File: config.mk
export PLATFORM = sky130hd
export DESIGN_NAME = adc_irq_flags
export DESIGN_NICKNAME = d
export VERILOG_FILES = /design/src/rtl/adc_irq_pkg.sv /design/src/rtl/adc_flag_bank.sv /design/src/rtl/adc_seq_flag.sv /design/src/rtl/adc_irq_summary.sv /design/src/rtl/adc_irq_flags.sv
export SDC_FILE = /design/constraint.sdc
export NUM_CORES = 1
export LEC_CHECK = 0
export ABC_AREA = 0
export BUFFER_PORTS_ARGS = -buffer_cell sky130_fd_sc_hd__buf_2
export CAP_MARGIN = 20
export CORE_ASPECT_RATIO = 0.5
export CORE_MARGIN = 2
export CORE_UTILIZATION = 32
export CTS_BUF_LIST = sky130_fd_sc_hd__clkbuf_8 sky130_fd_sc_hd__clkbuf_16
export CTS_CLUSTER_DIAMETER = 40
export DETAILED_ROUTE_END_ITERATION = 8
export GPL_ROUTABILITY_DRIVEN = 0
export GPL_TIMING_DRIVEN = 1
export PLACE_DENSITY = 0.85
export SLEW_MARGIN = 20
export SYNTH_ARGS = -nofsm -noshare
export SYNTH_HDL_FRONTEND = slang
export SYNTH_SLANG_ARGS = --single-unit
export TNS_END_PERCENT = 50
File: constraint.sdc
create_clock -name clk -period 0.9 [get_ports clk]
set_input_delay 0.09 -clock clk [delete_from_list [all_inputs] [get_ports clk]]
set_output_delay 0.09 -clock clk [all_outputs]
set_load 0.05 [all_outputs]
File: src/rtl/adc_irq_pkg.sv
package adc_irq_pkg;
  localparam int REG_W        = 32;
  localparam int SEQ_N        = 2;
  localparam int IRQ_N        = 4;
  localparam int SEQ_FLAG_LSB = 28;
  localparam int THR_SUM_BIT  = 30;
  localparam int OVR_SUM_BIT  = 31;
  localparam int IRQ_SEQA     = 0;
  localparam int IRQ_SEQB     = 1;
  localparam int IRQ_THR      = 2;
  localparam int IRQ_OVR      = 3;

  // A sequence overrun feeds the overrun summary only in per-conversion mode
  function automatic logic [SEQ_N-1:0] seq_ovr_contrib(input logic [SEQ_N-1:0] ovr,
                                                       input logic [SEQ_N-1:0] mode);
    return ovr & ~mode;
  endfunction

  // Sequence flag view selected by the mode bit
  function automatic logic seq_flag_view(input logic mode, input logic dv, input logic sticky);
    return mode ? sticky : dv;
  endfunction
endpackage

File: src/rtl/adc_flag_bank.sv
module adc_flag_bank #(
  parameter int W = 1
) (
  input  logic         clk,
  input  logic         rst_n,
  input  logic [W-1:0] set_i,
  input  logic [W-1:0] clr_i,
  output logic [W-1:0] q_o
);
  // Set has priority over clear so that no event is dropped
  always_ff @(posedge clk) begin
    if (!rst_n) q_o <= '0;
    else        q_o <= set_i | (q_o & ~clr_i);
  end
endmodule

File: src/rtl/adc_seq_flag.sv
module adc_seq_flag (
  input  logic clk,
  input  logic rst_n,
  input  logic dv_set_i,
  input  logic ovr_set_i,
  input  logic done_i,
  input  logic gdat_rd_i,
  input  logic mode_i,
  input  logic wr_clr_i,
  output logic ovr_o,
  output logic flag_o
);
  import adc_irq_pkg::*;

  logic dv_q;
  logic sticky_q;
  logic sticky_set;

  assign sticky_set = done_i & mode_i;

  adc_flag_bank #(.W(1)) u_dv (
    .clk(clk), .rst_n(rst_n), .set_i(dv_set_i), .clr_i(gdat_rd_i), .q_o(dv_q)
  );

  adc_flag_bank #(.W(1)) u_ovr (
    .clk(clk), .rst_n(rst_n), .set_i(ovr_set_i), .clr_i(gdat_rd_i), .q_o(ovr_o)
  );

  adc_flag_bank #(.W(1)) u_sticky (
    .clk(clk), .rst_n(rst_n), .set_i(sticky_set), .clr_i(wr_clr_i), .q_o(sticky_q)
  );

  assign flag_o = seq_flag_view(mode_i, dv_q, sticky_q);
endmodule

File: src/rtl/adc_irq_summary.sv
module adc_irq_summary #(
  parameter int NCH = 12
) (
  input  logic [NCH-1:0]                thr_i,
  input  logic [NCH-1:0]                ch_ovr_i,
  input  logic [adc_irq_pkg::SEQ_N-1:0] seq_ovr_i,
  input  logic [adc_irq_pkg::SEQ_N-1:0] seq_mode_i,
  input  logic [adc_irq_pkg::SEQ_N-1:0] seq_flag_i,
  input  logic [adc_irq_pkg::IRQ_N-1:0] irq_en_i,
  output logic                          thr_sum_o,
  output logic                          ovr_sum_o,
  output logic [adc_irq_pkg::IRQ_N-1:0] irq_o
);
  import adc_irq_pkg::*;

  logic [IRQ_N-1:0] raw;

  assign thr_sum_o = |thr_i;
  assign ovr_sum_o = (|ch_ovr_i) | (|seq_ovr_contrib(seq_ovr_i, seq_mode_i));

  always_comb begin
    raw           = '0;
    raw[IRQ_SEQA] = seq_flag_i[0];
    raw[IRQ_SEQB] = seq_flag_i[1];
    raw[IRQ_THR]  = thr_sum_o;
    raw[IRQ_OVR]  = ovr_sum_o;
  end

  assign irq_o = raw & irq_en_i;
endmodule

File: src/rtl/adc_irq_flags.sv
module adc_irq_flags #(
  parameter int NCH = 12
) (
  input  logic                          clk,
  input  logic                          rst_n,
  input  logic [NCH-1:0]                thr_evt_i,
  input  logic [NCH-1:0]                ch_ovr_set_i,
  input  logic [NCH-1:0]                ch_rd_i,
  input  logic [adc_irq_pkg::SEQ_N-1:0] seq_dv_set_i,
  input  logic [adc_irq_pkg::SEQ_N-1:0] seq_ovr_set_i,
  input  logic [adc_irq_pkg::SEQ_N-1:0] seq_done_i,
  input  logic [adc_irq_pkg::SEQ_N-1:0] seq_gdat_rd_i,
  input  logic [adc_irq_pkg::SEQ_N-1:0] seq_mode_i,
  input  logic                          wr_en_i,
  input  logic [adc_irq_pkg::REG_W-1:0] wr_data_i,
  input  logic [adc_irq_pkg::IRQ_N-1:0] irq_en_i,
  output logic [adc_irq_pkg::REG_W-1:0] rd_data_o,
  output logic [adc_irq_pkg::IRQ_N-1:0] irq_o
);
  import adc_irq_pkg::*;

  localparam int THR_LSB = 0;
  localparam int COV_LSB = NCH;
  localparam int SOV_LSB = 2 * NCH;

  // Named internal events
  logic [NCH-1:0]   thr_clr;
  logic [NCH-1:0]   thr_q;
  logic [NCH-1:0]   cov_q;
  logic [SEQ_N-1:0] seq_wr_clr;
  logic [SEQ_N-1:0] sov_q;
  logic [SEQ_N-1:0] seq_flag;
  logic             thr_sum;
  logic             ovr_sum;

  assign thr_clr = wr_en_i ? wr_data_i[THR_LSB +: NCH] : '0;

  adc_flag_bank #(.W(NCH)) u_thr (
    .clk(clk), .rst_n(rst_n), .set_i(thr_evt_i), .clr_i(thr_clr), .q_o(thr_q)
  );

  adc_flag_bank #(.W(NCH)) u_cov (
    .clk(clk), .rst_n(rst_n), .set_i(ch_ovr_set_i), .clr_i(ch_rd_i), .q_o(cov_q)
  );

  for (genvar s = 0; s < SEQ_N; s++) begin : g_seq
    assign seq_wr_clr[s] = wr_en_i & wr_data_i[SEQ_FLAG_LSB + s];

    adc_seq_flag u_seq (
      .clk      (clk),
      .rst_n    (rst_n),
      .dv_set_i (seq_dv_set_i[s]),
      .ovr_set_i(seq_ovr_set_i[s]),
      .done_i   (seq_done_i[s]),
      .gdat_rd_i(seq_gdat_rd_i[s]),
      .mode_i   (seq_mode_i[s]),
      .wr_clr_i (seq_wr_clr[s]),
      .ovr_o    (sov_q[s]),
      .flag_o   (seq_flag[s])
    );
  end

  adc_irq_summary #(.NCH(NCH)) u_sum (
    .thr_i     (thr_q),
    .ch_ovr_i  (cov_q),
    .seq_ovr_i (sov_q),
    .seq_mode_i(seq_mode_i),
    .seq_flag_i(seq_flag),
    .irq_en_i  (irq_en_i),
    .thr_sum_o (thr_sum),
    .ovr_sum_o (ovr_sum),
    .irq_o     (irq_o)
  );

  always_comb begin
    rd_data_o                              = '0;
    rd_data_o[THR_LSB +: NCH]              = thr_q;
    rd_data_o[COV_LSB +: NCH]              = cov_q;
    rd_data_o[SOV_LSB +: SEQ_N]            = sov_q;
    rd_data_o[SEQ_FLAG_LSB +: SEQ_N]       = seq_flag;
    rd_data_o[THR_SUM_BIT]                 = thr_sum;
    rd_data_o[OVR_SUM_BIT]                 = ovr_sum;
  end
endmodule

-- Yosys cells after proc, flatten, opt, wreduce, memory -nomap -nowiden
Cells that the tools add are included.
- register bits after elaboration: 30
- word-level logic and storage cells: 44
- input port bits: 85
- output and inout port bits: 36
- bitwise gates (word level): 30
- mux-type cells: 3
- reductions and logical operators: 3
- operators by type and width (kind ; count):
    AND 12 bit ; 2
    NOT 12 bit ; 2
    bitwise OR 12 bit ; 2
    OR reduction 12 bit ; 2
    two-way mux 12 bit ; 1
    AND 1 bit ; 10
    bitwise OR 1 bit ; 7
    AND 4 bit ; 1
    NOT 1 bit ; 4
    AND 2 bit ; 1
    two-way mux 1 bit ; 2
    NOT 2 bit ; 1
    OR reduction 2 bit ; 1

-- Depth between registers and ports, before layout
- depth after elaboration: 5
- gate-level depth with buffers: 4
- gate-level depth less buffers: 3

-- Hierarchy
A second synthesis with hierarchy kept.
- cells, all modules: 132
- area total of the unflattened synthesis: 1366.3 µm²
- modules (own cells, without submodules) (module ; cells each ; instances ; area an instance (µm²) ; sequential area each (µm²)):
    adc_flag_bank (u_cov ...) ; 37 ; 2 ; 416.6 ; 240.2
    adc_flag_bank (g_seq[0].u_seq.u_dv ...) ; 3 ; 6 ; 41.3 ; 20.0
    adc_irq_flags ; 20 ; 1 ; 145.1 ; 0.0
    adc_irq_summary ; 16 ; 1 ; 95.1 ; 0.0
    adc_seq_flag ; 2 ; 2 ; 22.5 ; 0.0

-- Worst setup path before layout
No wires, ideal clock.
- path type: register -> output
- start: reg u_cov.q_o[9]
- end: out irq_o[3] in the netlist's numbering
- setup slack: -900 ps
- required time: 810 ps
- stages on the path, launching flop included: 3
- path buffers: 0
- data arrival time: 1710 ps
- path through: dfxtp_1 > nor4_1 > a41oi_1
- cells in the longest elaborated chain, start to end: 3
- ends and longest elaborated chain (what ; RTL line ; RTL):
    start, declared ; adc_flag_bank.sv:8 ; output logic [W-1:0] q_o
    start signal, assigned ; adc_flag_bank.sv:13 ; else q_o <= set_i | (q_o & ~clr_i);
    OR reduction 12 bit ; adc_irq_summary.sv:19 ; assign ovr_sum_o = (|ch_ovr_i) | (|seq_ovr_contrib(seq_ovr_i, seq_mode_i));
    bitwise OR 1 bit ; adc_irq_summary.sv:19 ;
    AND 4 bit ; adc_irq_summary.sv:29 ; assign irq_o = raw & irq_en_i;
    end, declared ; adc_irq_flags.sv:18 ; output logic [adc_irq_pkg::IRQ_N-1:0] irq_o
No other way between the ends.

-- Worst setup path in the final report
- start: reg u_thr.q_o[6]
- end: out irq_o[2] in the netlist's numbering
- cells in the longest elaborated chain, start to end: 2
- ends and longest elaborated chain (what ; RTL line ; RTL):
    start, declared ; adc_flag_bank.sv:8 ;
    start signal, assigned ; adc_flag_bank.sv:13 ;
    OR reduction 12 bit ; adc_irq_summary.sv:18 ; assign thr_sum_o = |thr_i;
    AND 4 bit ; adc_irq_summary.sv:29 ;
No other way between the ends.

==> flow_summary.ini <==
[logic_synthesis]
postSynthAreaPerCell_um2 = 9.12
ys_seq_area_frac = 0.488
synth-seq-cells = 30
synth_top_area_frac = 0.488
yosysWarnings = 0
syn_area_um2 = 1230
synth_area_leader_cell = dfxtp_1
netlist_instances = 135
yosysUniqueCellTypes = 19
synth.area.top_cells = dfxtp_1, nor2b_1, o21a_1, a21oi_1, buf_4

[die]
rows = 15
core-area_um2 = 3570
die_h_um = 47.9
start_util = 0.345
fp.dieW_um = 91.7
fp.dieArea_um2 = 4390
io_pins = 121

[worst_setup_path]
reg2reg_setup_slack_ns = 0.04
criticalPathCategory = flip-flop to output port
critical_path.max_fanout = 2
timing.rr.start = u_cov.q_o[3]$_SDFF_PN0_
rr_worst_depth = 3
r2r-end = u_cov.q_o[3]$_SDFF_PN0_
critPathRequiredTime_ns = 0.81
crit_cells = 4
crit_start = u_thr.q_o[6]$_SDFF_PN0_
critical_path.n_buffers_inverters = 1
critical_path.max_stage_delay_ns = 0.36
crit_path_cell_trace = nor4_4 > nand3_1 > and2_4 > buf_6
worstSetupStartpointType = flip-flop
cp.arrival_ns = 1.37
crit_family = simple AND/OR/NAND/NOR gates
slowest_stage = dfxtp_4
cp-end-kind = output port
crit_end = irq_o[2]

[timing]
period_needed_ns = 1.46
worst_slack_ns = -0.555
slew_viol_final = 0
fmax_mhz = 687
setup_viol = 28
hold_ws_ns = 0.0168
fin_skew_ns = 0
min_period_over_period = 1.62
grt_setup_unrepaired = true
setup_tns_ns = -4.71
hold_viol = 0

[clock_tree]
cts_buffer_depth = 2
cts.reportedPaths.clkPinSlew_ns = 0.07
cts_made_buffers = 5
cts_tree = built
cts_sinks = 30
root_buffer = clkbuf_8
hold_buffers = 0
clk_latency_ns = 0.28
cts_max_level = 2

[outcome]
outcome = finished with violations
violations = setup timing

[layout]
utilization = 0.704
antenna_cells = 0
drive_gt1_frac = 0.664
area_growth_pct = 104
fin_area_um2 = 2510
nets = 337

[detailed_routing]
avgViaCountPerCell = 4.66
num_vias = 1416
ant_nets = 0
drcViolationCount = 0
drt_iter0_drc = 43
drt-pass1-iter-count = 4
wl_um = 4380
drt-wirelength-per-cell_um = 14.4

[place]
io_buffers = 100
place_hpwl_um = 2870
placed_area_um2 = 1990

[global_routing]
grt_pass1_wl_um = 6710
antenna_found_initial = 0
grt_pass1_vias = 1472
grtUsageTotal = 0.206
grt_max_degree = 31
overflow = 0

[pwr]
p_leak_nw = 1.16
power_mw = 3.83
peakVddDrop_mv = 0.901
power_density_nw_per_um2 = 1530

[worst_hold_path]
worstHoldPathCells = 2
hp-class = primary input to flip-flop

[flow_run]
drv_cap = 0
metrics by stage:
step	worst slack, ns	std cells
after CTS	-0.529	303
after detailed placement	-0.350	294
final	-0.555	304
after floorplan	-0.238	136
after global routing	-0.611	304
after global placement	-0.333	294
timing repair:
| item | in CTS | in global routing |
|---|---|---|
| pin swaps | 9 | 3 |
| resized for setup | 104 | 18 |
| buffers inserted | 2 | 1 |
| setup endpoints to repair | 34 | 34 |
| gates cloned | 0 | 0 |
final cells by class:
type                            count  area [µm²]
Clock buffer                        6        82.6
Clock inverter                      2        8.76
Fill cell                         269        1060
Inverter                            3        11.3
Multi-Input combinational cell     91         654
Sequential cell                    30         677
Tap cell                           51        63.8
Timing Repair Buffer              121        1010
layer usage:
layer	vias to the layer above	GRT usage	routed length, µm
met5	-	0	0
met2	61	0.435	2480
met4	0	0.107	155
li1	683	-	-
met3	14	0.0535	214
met1	658	0.199	1530
worst register-to-register path: stages (launching register included):
cell	delay [ns]
dfxtp_4	0.35
buf_6	0.12
nor2b_1	0.12
o21a_1	0.16
sequential cells by signal, summed over array words and instances (netlist names):
| register | count |
|---|---|
| g_seq.u_seq.u_ovr.q_o | 2 |
| g_seq.u_seq.u_dv.q_o | 2 |
| g_seq.u_seq.u_sticky.q_o | 2 |
| u_thr.q_o | 12 |
| u_cov.q_o | 12 |
cell usage after synthesis:
library cell / instances
dfxtp_1: 30
nor2b_1: 28
o21a_1: 16
nand2_1: 14
a21oi_1: 12
buf_4: 8
nor4_1: 6
and2_1: 3
inv_1: 3
a22oi_1: 2
buf_2: 2
clkbuf_1: 2
mux2_2: 2
nor2_1: 2
a41oi_1: 1
conb_1: 1
nand3_1: 1
nand4_1: 1
o22a_1: 1
cells by family (layout without fill, tap and decap cells):
group	count (synthesis)	after routing	synth area share
flops	30	30	0.488
mux	2	2	0.0183
other cells	1	2	0.00305
simple gates	55	55	0.246
compound gates	32	32	0.173
buf+inv	15	132	0.0722
report_power, final:
group / leakage [nW] / internal [mW] / switching [mW] / total (mW)
Sequential: 0.262 / 1.42 / 0.0994 / 1.52
Combinational: 0.844 / 0.581 / 0.624 / 1.20
Clock: 0.0524 / 0.605 / 0.507 / 1.11
Total: 1.16 / 2.60 / 1.23 / 3.83
cells in the final DEF, fill, tap and decap left out:
master and n:
buf_2 67, nor2b_1 28, buf_6 26, buf_8 23
o21a_1 16, dfxtp_4 16, nand2_1 14, dfxtp_2 13
a21oi_1 12, clkbuf_8 6, nor4_4 5, buf_4 5
inv_1 4, and2_4 3, mux2_4 2, a22oi_1 2
nor2_1 2, conb_1 2, o22a_1 1, nand4_1 1
a41oi_4 1, nor4_1 1, nand3_1 1, clkinv_2 1
dfxtp_1 1
worst min path at each step:
stage                           from                             endpoint  slack, ns
global placement     seq_dv_set_i[0]   g_seq[0].u_seq.u_dv.q_o$_SDFF_PN0_       0.30
finish               ch_ovr_set_i[1]              u_cov.q_o[1]$_SDFF_PN0_       0.02
detailed placement   ch_ovr_set_i[2]              u_cov.q_o[2]$_SDFF_PN0_       0.30
CTS                 seq_ovr_set_i[0]  g_seq[0].u_seq.u_ovr.q_o$_SDFF_PN0_      0.004
floorplan           ch_ovr_set_i[11]             u_cov.q_o[11]$_SDFF_PN0_       0.21
global route         ch_ovr_set_i[0]              u_cov.q_o[0]$_SDFF_PN0_       0.01
No activity file was read; power rests on OpenSTA's default activity.
